### src/rtl/cmp_out_pkg.sv
package cmp_out_pkg;
  localparam int MODE_W = 4;

  localparam logic [MODE_W-1:0] MODE_TOGGLE = 4'b0010;
  localparam logic [MODE_W-1:0] MODE_SET    = 4'b1000;
  localparam logic [MODE_W-1:0] MODE_CLR    = 4'b1001;
  localparam logic [MODE_W-1:0] MODE_SWI    = 4'b1010;
  localparam logic [MODE_W-1:0] MODE_SEV    = 4'b1011;

  typedef struct packed {
    logic              irq_en;
    logic [MODE_W-1:0] mode;
  } cmp_ctrl_t;

  localparam int CTRL_W = $bits(cmp_ctrl_t);

  function automatic logic mode_active(logic [MODE_W-1:0] m);
    return (m == MODE_TOGGLE) || (m == MODE_SET) || (m == MODE_CLR) ||
           (m == MODE_SWI) || (m == MODE_SEV);
  endfunction
endpackage

### src/rtl/cmp_match_det.sv
module cmp_match_det #(
  parameter int TMR_W = 16
) (
  input  logic             clk_i,
  input  logic             rst_ni,
  input  logic             tmr_sel_i,
  input  logic [TMR_W-1:0] tmr_a_i,
  input  logic [TMR_W-1:0] tmr_b_i,
  input  logic [TMR_W-1:0] cmp_val_i,
  input  logic             active_i,
  output logic             hit_o
);
  logic [TMR_W-1:0] cnt;
  logic             eq, eq_q;

  assign cnt = tmr_sel_i ? tmr_b_i : tmr_a_i;
  assign eq  = (cnt == cmp_val_i);

  // edge qualification: act only on entry into equality
  always_ff @(posedge clk_i or negedge rst_ni) begin
    if (!rst_ni) eq_q <= 1'b0;
    else         eq_q <= eq;
  end

  assign hit_o = eq & ~eq_q & active_i;
endmodule

### src/rtl/cmp_pin_ctl.sv
module cmp_pin_ctl
  import cmp_out_pkg::*;
(
  input  logic              clk_i,
  input  logic              rst_ni,
  input  logic              hit_i,
  input  logic [MODE_W-1:0] mode_i,
  input  logic              force_low_i,
  output logic              pin_o
);
  logic pin_q;

  always_ff @(posedge clk_i or negedge rst_ni) begin
    if (!rst_ni) begin
      pin_q <= 1'b0;
    end else if (force_low_i) begin
      pin_q <= 1'b0;
    end else if (hit_i) begin
      unique case (mode_i)
        MODE_SET:    pin_q <= 1'b1;
        MODE_CLR:    pin_q <= 1'b0;
        MODE_TOGGLE: pin_q <= ~pin_q;
        default:     pin_q <= pin_q;
      endcase
    end
  end

  assign pin_o = pin_q;
endmodule

### src/rtl/cmp_irq_flag.sv
module cmp_irq_flag (
  input  logic clk_i,
  input  logic rst_ni,
  input  logic set_i,
  input  logic clr_i,
  input  logic en_i,
  output logic flag_o,
  output logic irq_o
);
  logic flag_q;

  always_ff @(posedge clk_i or negedge rst_ni) begin
    if (!rst_ni)     flag_q <= 1'b0;
    else if (set_i)  flag_q <= 1'b1;  // set beats clear
    else if (clr_i)  flag_q <= 1'b0;
  end

  assign flag_o = flag_q;
  assign irq_o  = flag_q & en_i;
endmodule

### src/rtl/cmp_out_unit.sv
module cmp_out_unit
  import cmp_out_pkg::*;
#(
  parameter int TMR_W = 16
) (
  input  logic             clk_i,
  input  logic             rst_ni,
  input  logic             wr_en_i,
  input  logic             wr_addr_i,
  input  logic [TMR_W-1:0] wr_data_i,
  input  logic             tmr_sel_i,
  input  logic [TMR_W-1:0] tmr_a_i,
  input  logic [TMR_W-1:0] tmr_b_i,
  output logic             tmr_a_rst_o,
  output logic             tmr_b_rst_o,
  output logic             pin_o,
  input  logic             flag_clr_i,
  output logic             irq_flag_o,
  output logic             irq_o
);
  cmp_ctrl_t        ctrl_q;
  logic [TMR_W-1:0] cmp_q;
  logic             ctrl_wr, cmp_wr, ctrl_zero_wr;
  logic             hit, sev_fire;

  assign ctrl_wr      = wr_en_i & ~wr_addr_i;
  assign cmp_wr       = wr_en_i &  wr_addr_i;
  assign ctrl_zero_wr = ctrl_wr & (wr_data_i == '0);

  always_ff @(posedge clk_i or negedge rst_ni) begin
    if (!rst_ni) begin
      ctrl_q <= '0;
      cmp_q  <= '0;
    end else begin
      if (ctrl_wr) ctrl_q <= cmp_ctrl_t'(wr_data_i[CTRL_W-1:0]);
      if (cmp_wr)  cmp_q  <= wr_data_i;
    end
  end

  cmp_match_det #(.TMR_W(TMR_W)) u_det (
    .clk_i     (clk_i),
    .rst_ni    (rst_ni),
    .tmr_sel_i (tmr_sel_i),
    .tmr_a_i   (tmr_a_i),
    .tmr_b_i   (tmr_b_i),
    .cmp_val_i (cmp_q),
    .active_i  (mode_active(ctrl_q.mode)),
    .hit_o     (hit)
  );

  cmp_pin_ctl u_pin (
    .clk_i       (clk_i),
    .rst_ni      (rst_ni),
    .hit_i       (hit),
    .mode_i      (ctrl_q.mode),
    .force_low_i (ctrl_zero_wr),
    .pin_o       (pin_o)
  );

  cmp_irq_flag u_flag (
    .clk_i  (clk_i),
    .rst_ni (rst_ni),
    .set_i  (hit),
    .clr_i  (flag_clr_i),
    .en_i   (ctrl_q.irq_en),
    .flag_o (irq_flag_o),
    .irq_o  (irq_o)
  );

  // special event: single-cycle reset to the timer in use
  assign sev_fire    = hit & (ctrl_q.mode == MODE_SEV);
  assign tmr_a_rst_o = sev_fire & ~tmr_sel_i;
  assign tmr_b_rst_o = sev_fire &  tmr_sel_i;
endmodule

### config.mk
export PLATFORM = sky130hd
export DESIGN_NAME = cmp_out_unit
export DESIGN_NICKNAME = d
export VERILOG_FILES = /design/src/rtl/cmp_out_pkg.sv /design/src/rtl/cmp_match_det.sv /design/src/rtl/cmp_pin_ctl.sv /design/src/rtl/cmp_irq_flag.sv /design/src/rtl/cmp_out_unit.sv
export SDC_FILE = /design/constraint.sdc
export NUM_CORES = 1
export LEC_CHECK = 0
export CAP_MARGIN = 10
export CORE_UTILIZATION = 25
export CTS_CLUSTER_DIAMETER = 30
export CTS_CLUSTER_SIZE = 40
export DETAILED_ROUTE_END_ITERATION = 16
export DONT_BUFFER_PORTS = 1
export GPL_TIMING_DRIVEN = 0
export PLACE_DENSITY_LB_ADDON = 0.2
export SKIP_LAST_GASP = 1
export SLEW_MARGIN = 20
export SYNTH_ARGS = -nofsm -noshare
export SYNTH_HDL_FRONTEND = slang
export SYNTH_HIERARCHICAL = 1
export SYNTH_SLANG_ARGS = --single-unit
export TNS_END_PERCENT = 100
### constraint.sdc
create_clock -name clk_i -period 2.39 [get_ports clk_i]
set_clock_uncertainty 0.05 [all_clocks]
set_input_delay 0.3585 -clock clk_i [delete_from_list [all_inputs] [get_ports clk_i]]
set_output_delay 0.3585 -clock clk_i [all_outputs]
set_load 0.05 [all_outputs]
==> impl_metrics.csv <==
group,metric,value,unit
power,ir_worst_vdd,0.2860,mV
synth,synth_most_common_cell,"dfrtp_1",
synth,synth_edf_count,0,
global_route,grt_usage,11.94,%
critical_path,regToRegSetupSlack,0.26,ns
clock_network,cts_tree,"done",
power,intPower,738.2,uW
synth,synthFlopType,"dfrtp_1",
synth,synth_cell_type_count,28,
clock_network,clk_pin_slew,0.09,ns
sta,fin_crit_sh,112.6,%
sta,drv_slew,0,
synth,synth_commonest_cells,"dfrtp_1, mux2i_1, xor2_1, mux2_1, mux2_4",
finish,fin_area,0.001812,mm2
clock_network,cts_buffers,3,
sta,fin_crit,2.692,ns
critical_path,arrival,2.28,ns
finish,fin_util,32.70,%
routing,num_vias,978,
routing,drt.antenna.violating_nets,0,
critical_path,worstPathRequired,1.98,ns
clock_network,clock_latency,0.27,ns
placement,place_inst,189,
synth,yosysTopAreaCell,"dfrtp_1",
power,p_sw,271.7,uW
routing,drc_errors,0,
clock_network,clockBufferDepth,2,
power,pwr-share-clk,28.3,%
sta,slew_headroom,63.62,%
finish,drive_above_1_share,32.84,%
clock_network,clock-sinks,24,
sta,tightest_slew,0.5457,ns
routing,drt_iter0_drc,21,
global_route,grt_pass1_wl,5292,um
synth,synthArstFlopShare,100.0,%
sta,hold_viol,0,
global_route,antenna_found_initial,0,
finish,layout.nets,189,
critical_path,cp-start-kind,"primary input",
critical_path,criticalPathCategory,"in2out",
critical_path,worstPathMaxFanout,5,
synth,avgSynthCellArea,12.34,um2
placement,portBuffers,0,
synth,syn-cell-area,0.001444,mm2
synth,ys_seq_area_share,41.59,%
global_route,grt_max_degree,25,
die,ios,59,
synth,yosys_warnings,6,
run_status,status,"finished, violations left",
sta,rsz0062_at_grt,"true",
synth,synth_fp_nets,171,
hold_path,min_path_type,"in2reg",
sta,fin_ws,-0.3021,ns
power,cellPowerDensity,557.4,mW/mm2
synth,syn_inst,117,
synth,synth_seq_cells,24,
die,rows,27,
placement,preCtsSetupSlack,-0.5242,ns
critical_path,worst_setup_path_end_kind,"output pin",
global_route,grt_pass1_vias,993,
sta,setup_viol,2,
power,leakage,0.0008125,uW
placement,place_congestion,0.6703,
placement,dpl.hpwl,2592,um
routing,via_per_inst,4.748,
global_route,grt-ovfl-total,0,
die,start_util,26.06,%
synth,synth_top_area_share,41.59,%
synth,synth.area.top_cells,"dfrtp_1, mux2i_1, mux2_4",
run,maxCapViolations,0,
sta,max_freq,371.5,MHz
power,switching_share,26.91,%
power,pwr-share-seq,49.8,%
placement,placed_area,0.001558,mm2
clock_network,htreeDepth,1,
run_status,failed_checks,"negative setup slack",
routing,drt_first_pass_iters,3,
clock_network,root_buffer,"clkbuf_8",
finish,area.growth.synth_to_final,25.48,%
finish,fin_cells,206,
routing,wl,3427,um
power,p_comb_share,21.9,%
die,die_w,78.00,um
routing,routedWlPerCell,16.64,um
die,fp.dieH,78.00,um
die,die-area,0.006083,mm2
finish,antenna_cells,0,
die,core_area,0.005540,mm2
## cells in the final DEF, fill, tap and decap left out, types with 4 or more instances in the layout
| cell | instances |
|---|---|
| buf_12 | 4 |
| buf_4 | 7 |
| clkbuf_8 | 4 |
| dfrtp_1 | 24 |
| mux2_1 | 10 |
| mux2_4 | 10 |
| mux2i_1 | 10 |
| mux2i_2 | 5 |
| nand4_1 | 4 |
| nor2b_1 | 4 |
| nor4_1 | 4 |
| xor2_1 | 16 |
## per-layer routing
metal  track usage, %  up-vias  share of wire [%]  wire length (um)
met3            2.824        7                7.3               250
met2            19.20       38                 47              1601
met1            15.06      479                 44              1502
met5                0        -                  0                 0
li1                 -      454                  -                 -
met4            5.556        0                2.1                73
## power by group through the flow
stage,sequential (uW),combinational [uW],clock [uW]
5_1_grt,510,244,316
2_1_floorplan,498,160,0
3_3_place_gp,508,179,0
6_report,503,222,285
3_5_place_dp,510,184,0
4_1_cts,502,213,299
## registers in the layout, indices dropped and copies added (netlist names)
name,count
u_det/eq_q,1
cmp_q,16
ctrl_q,5
u_flag/flag_o,1
u_pin/pin_o,1
## stage by stage
step                      hold slack [ns]  power (uW)  setup TNS, ns
after floorplan                   0.01291       658.2        -0.2297
after global placement            0.01378       687.0         -1.013
after detailed placement          0.01384       694.7         -1.242
after CTS                          0.1512        1014        -0.6879
after global routing               0.1431        1070        -0.9471
final                              0.1603        1010        -0.6028
## worst paths after layout
kind | start | end | cells past startpoint
worst max-delay path | tmr_sel_i | tmr_b_rst_o | 11
worst max register to register | cmp_q[4] | u_pin/pin_o | 9
max in group asynchronous | rst_ni | cmp_q[2] | 2
worst min register to register | ctrl_q[4] | ctrl_q[4] | 1
min in group asynchronous | rst_ni | cmp_q[7] | 2
worst min-delay path | wr_data_i[4] | cmp_q[4] | 1
## cells by family after synthesis
group | Yosys count | share of synthesized area (%)
mux | 36 | 29.29
simple gates | 27 | 11.87
flops | 24 | 41.59
xor+xnor | 16 | 9.705
buf+inv | 7 | 4.072
compound gates | 7 | 3.466
## critical path: stages
cell and delay [ns]:
buf_12 0.12, buf_16 0.12, buf_6 0.11, mux2i_4 0.17, xor2_1 0.16, nand4_1 0.17
nor4_4 0.33, and3b_2 0.24, nand4_1 0.09, buf_6 0.15, nor2_4 0.27
## timing repair
item                                    CTS  global route
setup buffers                             4             6
pin swaps                                 6             5
resized for setup                         7             6
endpoints found under the setup margin    2             3
hold endpoints to repair                 24             0
gates cloned                              1             0
hold buffers                              2             0
## final cells by class
cell class | instances | area [um2]
Clock buffer | 4 | 55.05
Sequential cell | 24 | 600.6
Tap cell | 72 | 90.09
Fill cell | 577 | 3729
Buffer | 4 | 56.30
Timing Repair Buffer | 13 | 152.6
Inverter | 3 | 11.26
Multi-Input combinational cell | 86 | 845.8
No activity file was read; power rests on OpenSTA's default activity.
